[src/rtl/incl_sel_pkg.sv]
package incl_sel_pkg;

    typedef enum logic [1:0] {
        CLS_FOLLOW = 2'd0,
        CLS_NI     = 2'd1,
        CLS_EX     = 2'd2
    } set_cls_e;

    typedef struct packed {
        logic mode;
        logic aggr;
        logic bypass;
    } pol_dec_t;

    // slot order inside one core's counter bank
    localparam int SLOT_MISS_NI = 0;
    localparam int SLOT_MISS_EX = 1;
    localparam int SLOT_INS_NI  = 2;
    localparam int SLOT_INS_EX  = 3;
    localparam int NUM_SLOTS    = 4;

    function automatic set_cls_e classify(input int unsigned low_bits,
                                          input int unsigned ni_code,
                                          input int unsigned ex_code);
        if (low_bits == ni_code)      return CLS_NI;
        else if (low_bits == ex_code) return CLS_EX;
        else                          return CLS_FOLLOW;
    endfunction

endpackage

[src/rtl/set_classifier.sv]
module set_classifier
    import incl_sel_pkg::*;
#(
    parameter int SET_W   = 10,
    parameter int SMP_W   = 5,
    parameter int NI_CODE = 0,
    parameter int EX_CODE = 1
) (
    input  logic [SET_W-1:0] set_idx,
    output set_cls_e         cls
);
    logic [SMP_W-1:0] low_bits;

    assign low_bits = set_idx[SMP_W-1:0];

    always_comb begin
        cls = classify(32'(low_bits), NI_CODE, EX_CODE);
    end
endmodule

[src/rtl/epoch_timer.sv]
module epoch_timer #(
    parameter int EPOCH_W = 20
) (
    input  logic               clk,
    input  logic               rst,
    input  logic               tick,
    input  logic [EPOCH_W-1:0] epoch_len,
    output logic               close
);
    logic [EPOCH_W-1:0] seen_q;
    logic [EPOCH_W-1:0] seen_nxt;

    assign seen_nxt = seen_q + 1'b1;
    assign close    = tick && (seen_nxt == epoch_len);

    always_ff @(posedge clk) begin
        if (rst)       seen_q <= '0;
        else if (tick) seen_q <= close ? '0 : seen_nxt;
    end
endmodule

[src/rtl/sample_counters.sv]
module sample_counters
    import incl_sel_pkg::*;
#(
    parameter int CNT_W = 16
) (
    input  logic                              clk,
    input  logic                              rst,
    input  logic                              close,
    input  logic [NUM_SLOTS-1:0]              bump,
    output logic [NUM_SLOTS-1:0][CNT_W-1:0]   cnt
);
    function automatic logic [CNT_W-1:0] age_and_bump(input logic [CNT_W-1:0] v,
                                                      input logic age,
                                                      input logic inc);
        logic [CNT_W-1:0] base;
        base = age ? (v >> 1) : v;
        return (inc && (base != '1)) ? base + 1'b1 : base;
    endfunction

    for (genvar s = 0; s < NUM_SLOTS; s++) begin : g_slot
        logic [CNT_W-1:0] val_q;

        always_ff @(posedge clk) begin
            if (rst) val_q <= '0;
            else     val_q <= age_and_bump(val_q, close, bump[s]);
        end

        assign cnt[s] = val_q;
    end
endmodule

[src/rtl/policy_decider.sv]
module policy_decider
    import incl_sel_pkg::*;
#(
    parameter int CNT_W = 16
) (
    input  logic             clk,
    input  logic             rst,
    input  logic             close,
    input  logic [CNT_W-1:0] miss_ni,
    input  logic [CNT_W-1:0] miss_ex,
    input  logic [CNT_W-1:0] ins_ni,
    input  logic [CNT_W-1:0] ins_ex,
    input  logic [CNT_W-1:0] perf_thr,
    input  logic [CNT_W-1:0] ins_thr,
    output pol_dec_t         dec
);
    localparam int DW = CNT_W + 2;

    logic signed [DW-1:0] miss_gap;
    logic signed [DW-1:0] ins_gap;
    logic                 go_excl;
    logic                 cut_traffic;
    pol_dec_t             dec_q;

    assign miss_gap    = $signed({2'b00, miss_ni}) - $signed({2'b00, miss_ex});
    assign ins_gap     = $signed({2'b00, ins_ex})  - $signed({2'b00, ins_ni});
    assign go_excl     = miss_gap > $signed({2'b00, perf_thr});
    assign cut_traffic = ins_gap  > $signed({2'b00, ins_thr});

    always_ff @(posedge clk) begin
        if (rst) begin
            dec_q <= '0;
        end else if (close) begin
            dec_q.mode   <= go_excl;
            dec_q.bypass <= go_excl && cut_traffic;
            dec_q.aggr   <= !go_excl && cut_traffic;
        end
    end

    assign dec = dec_q;
endmodule

[src/rtl/incl_policy_sel.sv]
module incl_policy_sel
    import incl_sel_pkg::*;
#(
    parameter int NUM_CORES = 2,
    parameter int SET_W     = 10,
    parameter int SMP_W     = 5,
    parameter int NI_CODE   = 0,
    parameter int EX_CODE   = 1,
    parameter int CNT_W     = 16,
    parameter int EPOCH_W   = 20,
    localparam int CORE_W   = (NUM_CORES > 1) ? $clog2(NUM_CORES) : 1
) (
    input  logic                 clk,
    input  logic                 rst,
    input  logic                 acc_valid,
    input  logic [CORE_W-1:0]    acc_core,
    input  logic [SET_W-1:0]     acc_set,
    input  logic                 acc_miss,
    input  logic                 acc_ins,
    input  logic [EPOCH_W-1:0]   epoch_len,
    input  logic [CNT_W-1:0]     perf_thr,
    input  logic [CNT_W-1:0]     ins_thr,
    output logic [1:0]           set_class_o,
    output logic                 set_policy_o,
    output logic [NUM_CORES-1:0] mode_o,
    output logic [NUM_CORES-1:0] aggr_o,
    output logic [NUM_CORES-1:0] bypass_o
);
    set_cls_e                    cls;
    logic                        epoch_close;
    logic [NUM_CORES-1:0][CNT_W-1:0] mni_all;
    logic [NUM_CORES-1:0][CNT_W-1:0] mex_all;

    set_classifier #(
        .SET_W(SET_W), .SMP_W(SMP_W), .NI_CODE(NI_CODE), .EX_CODE(EX_CODE)
    ) u_cls (
        .set_idx(acc_set),
        .cls    (cls)
    );

    epoch_timer #(.EPOCH_W(EPOCH_W)) u_epoch (
        .clk      (clk),
        .rst      (rst),
        .tick     (acc_valid),
        .epoch_len(epoch_len),
        .close    (epoch_close)
    );

    for (genvar c = 0; c < NUM_CORES; c++) begin : g_core
        logic                              mine;
        logic [NUM_SLOTS-1:0]              bump;
        logic [NUM_SLOTS-1:0][CNT_W-1:0]   cnt;
        pol_dec_t                          dec;

        assign mine = acc_valid && (acc_core == CORE_W'(c));

        always_comb begin
            bump               = '0;
            bump[SLOT_MISS_NI] = mine && (cls == CLS_NI) && acc_miss;
            bump[SLOT_MISS_EX] = mine && (cls == CLS_EX) && acc_miss;
            bump[SLOT_INS_NI]  = mine && (cls == CLS_NI) && acc_ins;
            bump[SLOT_INS_EX]  = mine && (cls == CLS_EX) && acc_ins;
        end

        sample_counters #(.CNT_W(CNT_W)) u_cnt (
            .clk  (clk),
            .rst  (rst),
            .close(epoch_close),
            .bump (bump),
            .cnt  (cnt)
        );

        policy_decider #(.CNT_W(CNT_W)) u_dec (
            .clk     (clk),
            .rst     (rst),
            .close   (epoch_close),
            .miss_ni (cnt[SLOT_MISS_NI]),
            .miss_ex (cnt[SLOT_MISS_EX]),
            .ins_ni  (cnt[SLOT_INS_NI]),
            .ins_ex  (cnt[SLOT_INS_EX]),
            .perf_thr(perf_thr),
            .ins_thr (ins_thr),
            .dec     (dec)
        );

        assign mode_o[c]   = dec.mode;
        assign aggr_o[c]   = dec.aggr;
        assign bypass_o[c] = dec.bypass;
        assign mni_all[c]  = cnt[SLOT_MISS_NI];
        assign mex_all[c]  = cnt[SLOT_MISS_EX];
    end

    assign set_class_o = cls;

    always_comb begin
        unique case (cls)
            CLS_NI:  set_policy_o = 1'b0;
            CLS_EX:  set_policy_o = 1'b1;
            default: set_policy_o = mode_o[acc_core];
        endcase
    end
endmodule

[config.mk]
export PLATFORM = sky130hd
export DESIGN_NAME = incl_policy_sel
export DESIGN_NICKNAME = d
export VERILOG_FILES = /design/src/rtl/incl_sel_pkg.sv /design/src/rtl/set_classifier.sv /design/src/rtl/epoch_timer.sv /design/src/rtl/sample_counters.sv /design/src/rtl/policy_decider.sv /design/src/rtl/incl_policy_sel.sv
export SDC_FILE = /design/constraint.sdc
export NUM_CORES = 1
export LEC_CHECK = 0
export ABC_AREA = 1
export BUFFER_PORTS_ARGS = -buffer_cell sky130_fd_sc_hd__buf_2
export CORE_UTILIZATION = 28
export DETAILED_ROUTE_END_ITERATION = 10
export GPL_ROUTABILITY_DRIVEN = 0
export REMOVE_ABC_BUFFERS = 1
export SYNTH_ARGS = -nofsm -noshare
export SYNTH_HDL_FRONTEND = slang
export SYNTH_HIERARCHICAL = 1
export SYNTH_SLANG_ARGS = --single-unit
[constraint.sdc]
create_clock -name clk -period 5.9 [get_ports clk]
set_input_delay 1.18 -clock clk [delete_from_list [all_inputs] [get_ports clk]]
set_output_delay 1.18 -clock clk [all_outputs]
set_load 0.02 [all_outputs]
==> impl_metrics.ini, run 1 <==
[timing]
max_freq_ghz = 0.213
setup_viol = 0
final_max_slew_viol_count = 0
worst_slew_margin_rel_pct = 21.6
worst_pin_slew_ns = 1.17
rsz_0062_raised_after_global_routing = false
finalCriticalPeriod_ns = 4.69
hold_viol = 0
final.period_utilization_pct = 79.5
clock_skew_ns = 0.0136

[layout]
fill_cells = 6763
synthToLayoutAreaGrowth_pct = 9.10
fin_area_um2 = 18500
post_route_cells_drive_above_1_share_pct = 10.5
final_net_count = 3113

[yosys]
synthesis.area_per_instance_um2 = 5.92
synth-seq-cells = 154
synth.top_cells.by_area = sky130_fd_sc_hd__nand2_1 19%, sky130_fd_sc_hd__dfxtp_1 18%, sky130_fd_sc_hd__ha_1 10%, sky130_fd_sc_hd__inv_1 9.4%, sky130_fd_sc_hd__nor2_1 8.0%
synth_edf_count = 0
post-synth-top-area-cell = sky130_fd_sc_hd__nand2_1
fraction_of_registers_with_async_set_or_reset_after_synthesis_pct = 0
ys_warn_count = 6
synth.lib_cells_used.distinct = 49
post_synth_inst_count = 2863
synth_area_um2 = 17000
synth_flop_cell = sky130_fd_sc_hd__dfxtp_1
synth_most_common_cell = sky130_fd_sc_hd__nand2_1
synth.yosys.seq_area_share_pct = 18.2
netlist_top_cells_count = 856 x sky130_fd_sc_hd__nand2_1, 424 x sky130_fd_sc_hd__inv_1, 362 x sky130_fd_sc_hd__nor2_1
synth.top_cell.area_share_pct = 18.9

[cts]
cts_hold_buf = 0
tritoncts = built
cts_resizes = 0
numCtsBuffers = 17
clock-sinks = 154
clkSlewWorstSetupHoldPaths_ns = 0.07
worst_skew_pair.late_latency_ns = 0.46
cts.repair_timing.setup_buffer_count = 0
cts-root-buf = sky130_fd_sc_hd__clkbuf_16
largest_buffer_count_on_any_clock_path = 2
cts_htree_levels = 4

[power]
fin_total_pwr_mw = 2.26
max-vdd-ir-drop_v = 0.000189
p_leak_nw = 8.53
pwr_density_cell_nw_per_um2 = 122

[place]
port-buffer-count = 71
post_dp_cell_area_um2 = 18000
dp_hpwl_um = 35800

[worst_setup_path]
cp_common_cell = sky130_fd_sc_hd__nor2_1
timing_worst_setup_path_type = reg2reg
arrival_worst_endpoint_ns = 5.05
master_of_the_slowest_instance_on_the_critical_path = sky130_fd_sc_hd__nor3_4
timing.critical_path.fanout_max = 103
critPathRequiredTime_ns = 6.25
startpoint_type = flip-flop
worst_path_max_stage_delay_ns = 0.52
cpLargestDelayFamily = simple AND/OR/NAND/NOR gates
worstPathCellList = ha_1, nand2_1, nor2_4, nand2_2, nor2_2, xnor2_1, nor2_1, nor3_1, nand4_1, nor3_4, buf_12, buf_12, o21ai_1, ha_1, nand3_1, inv_2, nand2_2, nor2_1, nor2_1, nand2_1, nand2_1, nor2_1
cp-end-kind = flip-flop
critPathBufInv = 3

[die]
core_area_um2 = 59500
core.rowCount = 89
die_x_um = 248
total_die_area_um2 = 61600
floorplan.io_pins = 77
die_height_um = 248
initial_utilization_pct = 28.5

[drt]
vias = 17000
detailedRoute.firstPassIterationCount = 5
route.detailed.vias_per_inst = 4.60
wl_per_cell_um = 12.4
postRouteWirelength_um = 45600
detail-route-antenna-nets = 0
drc = 0
drt_iter0_drc = 1000

[grt]
grt_max_degree = 104
first_global_vias = 15400
first_pass_grt_wire_length_um = 75500
grt_antenna_before_repair = 16
grt_overflow_total = 0
grt.total_usage_pct = 15.1

[status]
status = finished clean

[job]
maxCapViolCount = 0

[worst_hold_path]
min_path_type = reg2reg
worst paths after layout:
kind | start | end | slack, ns | cells after the start
max | u_epoch/seen_q[0]$_SDFFE_PP0P_ | g_core[1].u_cnt/g_slot[3].val_q[11]$_SDFF_PP0_ | 1.21 | 22
min | g_core[0].u_dec/dec[1]$_SDFFE_PP0P_ | g_core[0].u_dec/dec[1]$_SDFFE_PP0P_ | 0.46 | 2
max reg2reg | u_epoch/seen_q[0]$_SDFFE_PP0P_ | g_core[1].u_cnt/g_slot[3].val_q[11]$_SDFF_PP0_ | 1.21 | 22
min reg2reg | g_core[0].u_dec/dec[1]$_SDFFE_PP0P_ | g_core[0].u_dec/dec[1]$_SDFFE_PP0P_ | 0.46 | 2
stage by stage:
stage          hold WS [ns]  std cells  utilization, %  setup slack, ns  setup TNS (ns)
5_1_grt               0.513       3687            31.1            0.753               0
2_1_floorplan         0.451       2799               -            -6.53         -808.40
4_1_cts               0.470       3687            31.1             1.23               0
3_3_place_gp          0.453       3655            30.2            0.927               0
3_5_place_dp          0.459       3655            30.2            0.915               0
6_report              0.463       3690            31.1             1.21               0
worst register-to-register path: stages (launching register included):
cell and delay, ns:
sky130_fd_sc_hd__dfxtp_1 0.44, sky130_fd_sc_hd__ha_1 0.23, sky130_fd_sc_hd__nand2_1 0.13, sky130_fd_sc_hd__nor2_4 0.19
sky130_fd_sc_hd__nand2_2 0.10, sky130_fd_sc_hd__nor2_2 0.16, sky130_fd_sc_hd__xnor2_1 0.19, sky130_fd_sc_hd__nor2_1 0.09
sky130_fd_sc_hd__nor3_1 0.16, sky130_fd_sc_hd__nand4_1 0.18, sky130_fd_sc_hd__nor3_4 0.52, sky130_fd_sc_hd__buf_12 0.29
sky130_fd_sc_hd__buf_12 0.38, sky130_fd_sc_hd__o21ai_1 0.28, sky130_fd_sc_hd__ha_1 0.27, sky130_fd_sc_hd__nand3_1 0.16
sky130_fd_sc_hd__inv_2 0.08, sky130_fd_sc_hd__nand2_2 0.12, sky130_fd_sc_hd__nor2_1 0.06, sky130_fd_sc_hd__nor2_1 0.36
sky130_fd_sc_hd__nand2_1 0.10, sky130_fd_sc_hd__nand2_1 0.07, sky130_fd_sc_hd__nor2_1 0.04
per-layer routing:
layer,share of wire [%],GRT usage [%],routed length (µm)
met5,0.32,0,144
met4,0.99,2.85,452
met3,6.3,3.46,2890
met2,42,23.5,19200
met1,50,21.1,23000
layout make-up:
cell class                      count  area [µm²]  share of cell area (%)
Clock inverter                     13        93.8                   0.507
Inverter                          442        1660                    8.97
Sequential cell                   154        3080                    16.7
Clock buffer                       19         453                    2.45
Tap cell                          773         967                    5.23
Timing Repair Buffer               83         483                    2.61
Multi-Input combinational cell   2203       11800                    63.5
Antenna cell                        3        7.51                  0.0406
cells by family (layout without fill, tap and decap cells):
family	count (synthesis)	in the layout	synth area share (%)
compound gates	368	368	13.0
xor+xnor	73	73	4.15
fa+ha+maj	144	144	10.8
buf+inv	506	557	12.5
flops	154	154	18.2
other cells	0	3	0
simple gates	1618	1618	41.3
power by group:
| part | switching, mW | total, mW | internal [mW] |
|---|---|---|---|
| logic | 0.101 | 0.158 | 0.0576 |
| clock network | 0.502 | 1.06 | 0.562 |
| registers | 0.00186 | 1.04 | 1.04 |
| total | 0.605 | 2.26 | 1.66 |
placed cells by master (no fill, tap or decap), types with 24 or more instances in the layout:
cell / synthesis / routed
sky130_fd_sc_hd__buf_2: 13 / 71
sky130_fd_sc_hd__o21ai_0: 56 / 56
sky130_fd_sc_hd__nand3_1: 201 / 201
sky130_fd_sc_hd__a21oi_1: 177 / 177
sky130_fd_sc_hd__nand3b_1: 24 / 24
sky130_fd_sc_hd__nand2_2: 56 / 56
sky130_fd_sc_hd__a21oi_2: 30 / 30
sky130_fd_sc_hd__nor2_1: 362 / 362
sky130_fd_sc_hd__o21ai_1: 36 / 36
sky130_fd_sc_hd__nand2_1: 856 / 856
sky130_fd_sc_hd__nand4_1: 35 / 35
sky130_fd_sc_hd__ha_1: 140 / 140
sky130_fd_sc_hd__dfxtp_1: 154 / 154
sky130_fd_sc_hd__inv_1: 424 / 424
sky130_fd_sc_hd__xor2_1: 55 / 55
registers in the layout (all words and copies together) (netlist names):
name / flops
u_epoch/seen_q: 20
g_core.u_cnt/g_slot.val_q: 128
g_core.u_dec/dec: 6
Power figures use the tool's default switching activity.
==> run 2, diff against run 1 <==
clock period = 4.7 ns   (was 5.9 ns; I/O delays follow)
==> run 2 against run 1 <==
Net effect:
- total power increased by 29%
- die area unchanged
- sequential share of layout area decreased by 0.10 points
- maximum frequency increased by 12%
- count of clock-buffer cells in the layout decreased by 1
- clock skew about the same
- worst hold slack got worse by 0.0015 ns
- non-clock buffer count increased by 10
- via count increased by 0.14%
- clock power increased by 33%
- largest cell class unchanged
- highest routed layer unchanged
==> impl_metrics.ini, run 2 (synthesis gave the netlist of run 1 again) <==
[status]
status = finished clean

[timing]
worst_pin_slew_ns = 0.677
final.period_utilization_pct = 89.0
rsz_0062_raised_after_global_routing = false
setup_viol = 0
clock_skew_ns = 0.0132
max_freq_ghz = 0.239
hold_viol = 0
final_max_slew_viol_count = 0
finalCriticalPeriod_ns = 4.18
worst_slew_margin_rel_pct = 54.7

[power]
pwr_density_cell_nw_per_um2 = 157
p_leak_nw = 8.58
max-vdd-ir-drop_v = 0.000275

[die]
core_area_um2 = 59500
die_height_um = 248
total_die_area_um2 = 61600
die_x_um = 248
floorplan.io_pins = 77
initial_utilization_pct = 28.5
core.rowCount = 89

[worst_setup_path]
cpLargestDelayFamily = simple AND/OR/NAND/NOR gates
start_of_the_worst_register_to_register_path = u_epoch/seen_q[0]$_SDFFE_PP0P_
worstRegToRegCells = 22
critPathBufInv = 3
timing.reg2reg.setup_slack_ns = 0.52
worstReg2RegEnd = g_core[0].u_cnt/g_slot[3].val_q[11]$_SDFF_PP0_
arrival_worst_endpoint_ns = 4.54
master_of_the_slowest_instance_on_the_critical_path = sky130_fd_sc_hd__dfxtp_1
worst_path_max_stage_delay_ns = 0.43
worstPathCellList = ha_1, nand2_1, nor2_4, nand2_2, nor2_2, xnor2_1, nor2_1, nor3_1, nand4_1, nor3_4, buf_12, buf_12, o21ai_1, ha_1, nand3_1, inv_2, nand2_2, nor2_1, nor2_1, nand2_1, nand2_1, nor2_1
timing_worst_setup_path_type = reg2reg
cp-end-kind = flip-flop
cp_common_cell = sky130_fd_sc_hd__nor2_1
timing.critical_path.fanout_max = 76
startpoint_type = flip-flop
critPathRequiredTime_ns = 5.06

[layout]
fin_area_um2 = 18600
synthToLayoutAreaGrowth_pct = 9.77
max_flop_register = g_core.u_cnt/g_slot.val_q
largest_register_ffs = 128
fill_cells = 6706
layout_commonest_cell = sky130_fd_sc_hd__nand2_1
mostFrequentLayoutCells = 856 x sky130_fd_sc_hd__nand2_1, 424 x sky130_fd_sc_hd__inv_1, 362 x sky130_fd_sc_hd__nor2_1, 201 x sky130_fd_sc_hd__nand3_1, 177 x sky130_fd_sc_hd__a21oi_1
layoutNonFillerInstCount = 3701
post_route_cells_drive_above_1_share_pct = 10.8
final_net_count = 3123

[drt]
met1_length_um = 22700
detail-route-antenna-nets = 0
wl_per_cell_um = 12.3
drt_iter0_drc = 847
detailedRoute.firstPassIterationCount = 5
routed.top_layer = met5
postRouteWirelength_um = 45400
met2_wirelength_from_detailed_routing_um = 19200
vias = 17000
route.detailed.vias_per_inst = 4.59
wl_met3_um = 2840
drc = 0

[worst_hold_path]
hold_path_origin = g_core[0].u_dec/dec[1]$_SDFFE_PP0P_
holdPathEnd = g_core[0].u_dec/dec[1]$_SDFFE_PP0P_
worst_hold_path.num_cells = 2
min_path_type = reg2reg

[cts]
cts_htree_levels = 4
numCtsBuffers = 17
clkSlewWorstSetupHoldPaths_ns = 0.07
cts-root-buf = sky130_fd_sc_hd__clkbuf_16
clock-sinks = 154
cts_hold_buf = 0
worst_skew_pair.late_latency_ns = 0.46
largest_buffer_count_on_any_clock_path = 2
tritoncts = built

[place]
post_dp_cell_area_um2 = 18000
port-buffer-count = 71
numPlacedInstances = 3665
dp_hpwl_um = 35900

[grt]
grt.total_usage_pct = 14.9
first_global_vias = 15300
grt_antenna_before_repair = 16
grt_max_degree = 77
first_pass_grt_wire_length_um = 74700
grt_overflow_total = 0

[job]
maxCapViolCount = 0
run 2: cell count changes in the layout (fill, tap and decap cells not counted):
| cell | delta |
|---|---|
| sky130_fd_sc_hd__buf_4 | +8 |
| sky130_fd_sc_hd__buf_6 | +2 |
| sky130_fd_sc_hd__bufinv_16 | +1 |
| sky130_fd_sc_hd__clkbuf_8 | -1 |
| sky130_fd_sc_hd__clkinv_2 | -4 |
| sky130_fd_sc_hd__clkinv_4 | -1 |
| sky130_fd_sc_hd__clkinvlp_4 | +2 |
| sky130_fd_sc_hd__diode_2 | +1 |
| sky130_fd_sc_hd__inv_6 | +3 |
run 2: what timing repair did:
| item | 4_1_cts | 5_1_grt |
|---|---|---|
| setup buffers | 0 | 0 |
| resized for setup | 0 | 2 |
| setup endpoints to repair | 0 | 16 |
run 2: worst min-delay path, stage by stage (launching register included):
cell                      delay, ns
sky130_fd_sc_hd__dfxtp_1       0.31
sky130_fd_sc_hd__nand2_1       0.06
sky130_fd_sc_hd__a21oi_1       0.05
run 2: stage by stage:
stage          util, %  setup TNS [ns]  setup slack, ns  power [mW]  hold slack [ns]
3_5_place_dp      30.3               0            0.501        1.54            0.459
6_report          31.3               0            0.515        2.92            0.462
5_1_grt           31.3               0           0.0283        3.05            0.498
2_1_floorplan        -         -937.04            -7.49        1.45            0.451
3_3_place_gp      30.3               0            0.509        1.54            0.454
4_1_cts           31.3               0            0.506        2.97            0.470
run 2: metal layers:
| metal | vias up | GRT usage, % |
|---|---|---|
| met5 | - | 0 |
| met4 | 24 | 3.37 |
| li1 | 9182 | - |
| met1 | 7406 | 20.4 |
| met3 | 52 | 3.57 |
| met2 | 316 | 23.7 |
run 2: power by group:
group          internal [mW]  leakage [nW]  switching [mW]  total [mW]
Sequential              1.31          1.24         0.00225        1.31
Clock                  0.754         0.275           0.656        1.41
Combinational         0.0732          7.06           0.125       0.199
Total                   2.13          8.58           0.784        2.92
run 2: layout make-up:
class	count	area, µm²	share of cell area, %
repair buffers	93	566	3.04
clock buffers	18	439	2.36
inverters	442	1660	8.91
diodes	4	10.0	0.0538
flip-flops and latches	154	3080	16.6
well taps	773	967	5.19
clock inverters	14	136	0.732
multi-input cells	2203	11800	63.2
run 2: worst max-delay path by stage:
stage,startpoint,to,slack (ns),cells past startpoint
floorplan,epoch_len[1],g_core[0].u_cnt/g_slot[3].val_q[15]$_SDFF_PP0_,-7.49,16
global placement,epoch_len[0],g_core[0].u_cnt/g_slot[3].val_q[15]$_SDFF_PP0_,0.51,18
detailed placement,epoch_len[0],g_core[0].u_cnt/g_slot[3].val_q[7]$_SDFF_PP0_,0.50,21
CTS,u_epoch/seen_q[0]$_SDFFE_PP0P_,g_core[0].u_cnt/g_slot[3].val_q[0]$_SDFF_PP0_,0.51,23
global route,u_epoch/seen_q[0]$_SDFFE_PP0P_,g_core[0].u_cnt/g_slot[3].val_q[2]$_SDFF_PP0_,0.03,23
finish,u_epoch/seen_q[0]$_SDFFE_PP0P_,g_core[0].u_cnt/g_slot[3].val_q[11]$_SDFF_PP0_,0.52,22
==> run 3, diff against run 2 <==
PLACE_DENSITY = 0.45   (was not set)
==> run 3 against run 2 <==
Net effect:
- global-route usage increased by 1.7 points
- wire length rose by 11%
- register-to-register slack worse by 0.11 ns
- setup slack got worse by 0.11 ns
- clock skew down 0.0025 ns
- count of clock-buffer cells in the layout grew 6
- critical path depth rose by 1
- die area did not move
- maximum frequency shrank 2.6%
- sequential power barely moved
- combinational power grew 4%
- flip-flop and latch count unchanged
- critical path type unchanged
- critical endpoint is now g_core[0].u_cnt/g_slot[0].val_q[8]$_SDFF_PP0_
- largest power group unchanged
==> impl_metrics.ini, run 3 (synthesis gave the netlist of run 1 again) <==
[status]
status = finished clean

[die]
die_height_um = 248
floorplan.io_pins = 77
die_x_um = 248
core.rowCount = 89
core_area_um2 = 59500
initial_utilization_pct = 28.5
total_die_area_um2 = 61600

[timing]
final_tns_setup_ns = 0
final_max_slew_viol_count = 0
final.period_utilization_pct = 91.4
finalCriticalPeriod_ns = 4.29
hold_viol = 0
setup_viol = 0
max_freq_ghz = 0.233
worst_pin_slew_ns = 1.21
worst_slew_margin_rel_pct = 19.1
clock_skew_ns = 0.0107
rsz_0062_raised_after_global_routing = false

[grt]
gr-usage-met2_pct = 27.7
gr-usage-met3_pct = 3.34
first_global_vias = 16200
grt_antenna_before_repair = 9
grt_overflow_total = 0
groute.layer.met1.usage_pct = 21.5
grt.total_usage_pct = 16.7
grt_max_degree = 58
first_pass_grt_wire_length_um = 81200
grt-busiest-layer = met2

[layout]
synthToLayoutAreaGrowth_pct = 10.1
final_net_count = 3123
post_route_cells_drive_above_1_share_pct = 10.8
layout_commonest_cell = sky130_fd_sc_hd__nand2_1
mostFrequentLayoutCells = 856 x sky130_fd_sc_hd__nand2_1, 424 x sky130_fd_sc_hd__inv_1, 361 x sky130_fd_sc_hd__nor2_1, 201 x sky130_fd_sc_hd__nand3_1, 177 x sky130_fd_sc_hd__a21oi_1
largest_register_ffs = 128
max_flop_register = g_core.u_cnt/g_slot.val_q
fin_area_um2 = 18700
layoutNonFillerInstCount = 3700

[place]
numPlacedInstances = 3665
post_dp_cell_area_um2 = 18000
port-buffer-count = 71
dp_hpwl_um = 39800

[worst_setup_path]
critPathRequiredTime_ns = 5.08
arrival_worst_endpoint_ns = 4.68
timing.critical_path.fanout_max = 28
crit_path_start = u_epoch/seen_q[0]$_SDFFE_PP0P_
startpoint_type = flip-flop
timing_worst_setup_path_type = reg2reg
start_of_the_worst_register_to_register_path = u_epoch/seen_q[0]$_SDFFE_PP0P_
cp-end-kind = flip-flop

[cts]
clkSlewWorstSetupHoldPaths_ns = 0.06
cts_htree_levels = 4
tritoncts = built
cts-root-buf = sky130_fd_sc_hd__clkbuf_16
cts_resizes = 0
worst_skew_pair.late_latency_ns = 0.49
cts_hold_buf = 0
numCtsBuffers = 17
cts.repair_timing.setup_buffer_count = 0
clock-sinks = 154
largest_buffer_count_on_any_clock_path = 2

[drt]
detailedRoute.firstPassIterationCount = 5
detail-route-antenna-nets = 0
drc = 0
wl_per_cell_um = 13.6
drt_iter0_drc = 783
vias = 17300
route.detailed.vias_per_inst = 4.66
postRouteWirelength_um = 50200

[power]
p_leak_nw = 8.60
max-vdd-ir-drop_v = 0.000282
pwr_density_cell_nw_per_um2 = 162
fin_total_pwr_mw = 3.03

[job]
maxCapViolCount = 0

[worst_hold_path]
hold_path_origin = u_epoch/seen_q[19]$_SDFFE_PP0P_
min_path_type = reg2reg
## run 3: metal layers
metal,part of all wire [%],wire [µm]
met1,49,24600
met2,45,22500
met3,3.9,1950
met4,2.1,1050
met5,0.15,73
## run 3: final timing paths
check / end / slack [ns] / cells after the start
hold / removal: u_epoch/seen_q[19]$_SDFFE_PP0P_ / 0.49 / 2
hold reg to reg: u_epoch/seen_q[19]$_SDFFE_PP0P_ / 0.49 / 2
setup / recovery: g_core[0].u_cnt/g_slot[0].val_q[8]$_SDFF_PP0_ / 0.41 / 23
setup reg to reg: g_core[0].u_cnt/g_slot[0].val_q[8]$_SDFF_PP0_ / 0.41 / 23
## run 3: cell type report
type,instances,area [µm²]
fillers,6724,40800
multi-input cells,2203,11800
flip-flops and latches,154,3080
inverters,442,1660
well taps,773,967
repair buffers,93,569
clock buffers,24,512
clock inverters,8,109
diodes,3,7.51
## run 3: per-stage QoR
| stage | hold slack, ns | utilization (%) | setup slack, ns |
|---|---|---|---|
| floorplan | 0.451 | - | -7.49 |
| global placement | 0.466 | 30.3 | 0.325 |
| detailed placement | 0.481 | 30.3 | 0.315 |
| CTS | 0.490 | 31.4 | 0.377 |
| global route | 0.517 | 31.4 | 0.00722 |
| finish | 0.493 | 31.4 | 0.405 |
## run 3: report_power, final
part / leakage (nW) / switching [mW] / internal (mW) / total, mW
logic: 7.07 / 0.131 / 0.0748 / 0.206
clock network: 0.295 / 0.651 / 0.868 / 1.52
registers: 1.24 / 0.00248 / 1.31 / 1.31
## run 3: critical path: stages (launching register included)
cell and delay [ns]:
sky130_fd_sc_hd__dfxtp_1 0.44, sky130_fd_sc_hd__ha_1 0.24, sky130_fd_sc_hd__nand2_1 0.13, sky130_fd_sc_hd__nor2_4 0.21, sky130_fd_sc_hd__nand2_2 0.10, sky130_fd_sc_hd__nor2_2 0.17
sky130_fd_sc_hd__xnor2_1 0.18, sky130_fd_sc_hd__nor2_1 0.09, sky130_fd_sc_hd__nor3_1 0.16, sky130_fd_sc_hd__nand4_1 0.21, sky130_fd_sc_hd__nor3_4 0.25, sky130_fd_sc_hd__buf_12 0.22
sky130_fd_sc_hd__inv_2 0.23, sky130_fd_sc_hd__buf_4 0.28, sky130_fd_sc_hd__nand2_1 0.09, sky130_fd_sc_hd__nand2_1 0.10, sky130_fd_sc_hd__nand2_1 0.12, sky130_fd_sc_hd__nor2_1 0.08
sky130_fd_sc_hd__nand2_1 0.09, sky130_fd_sc_hd__inv_1 0.06, sky130_fd_sc_hd__nand2_1 0.28, sky130_fd_sc_hd__nand2_2 0.20, sky130_fd_sc_hd__o21ai_0 0.19, sky130_fd_sc_hd__nor2_1 0.05
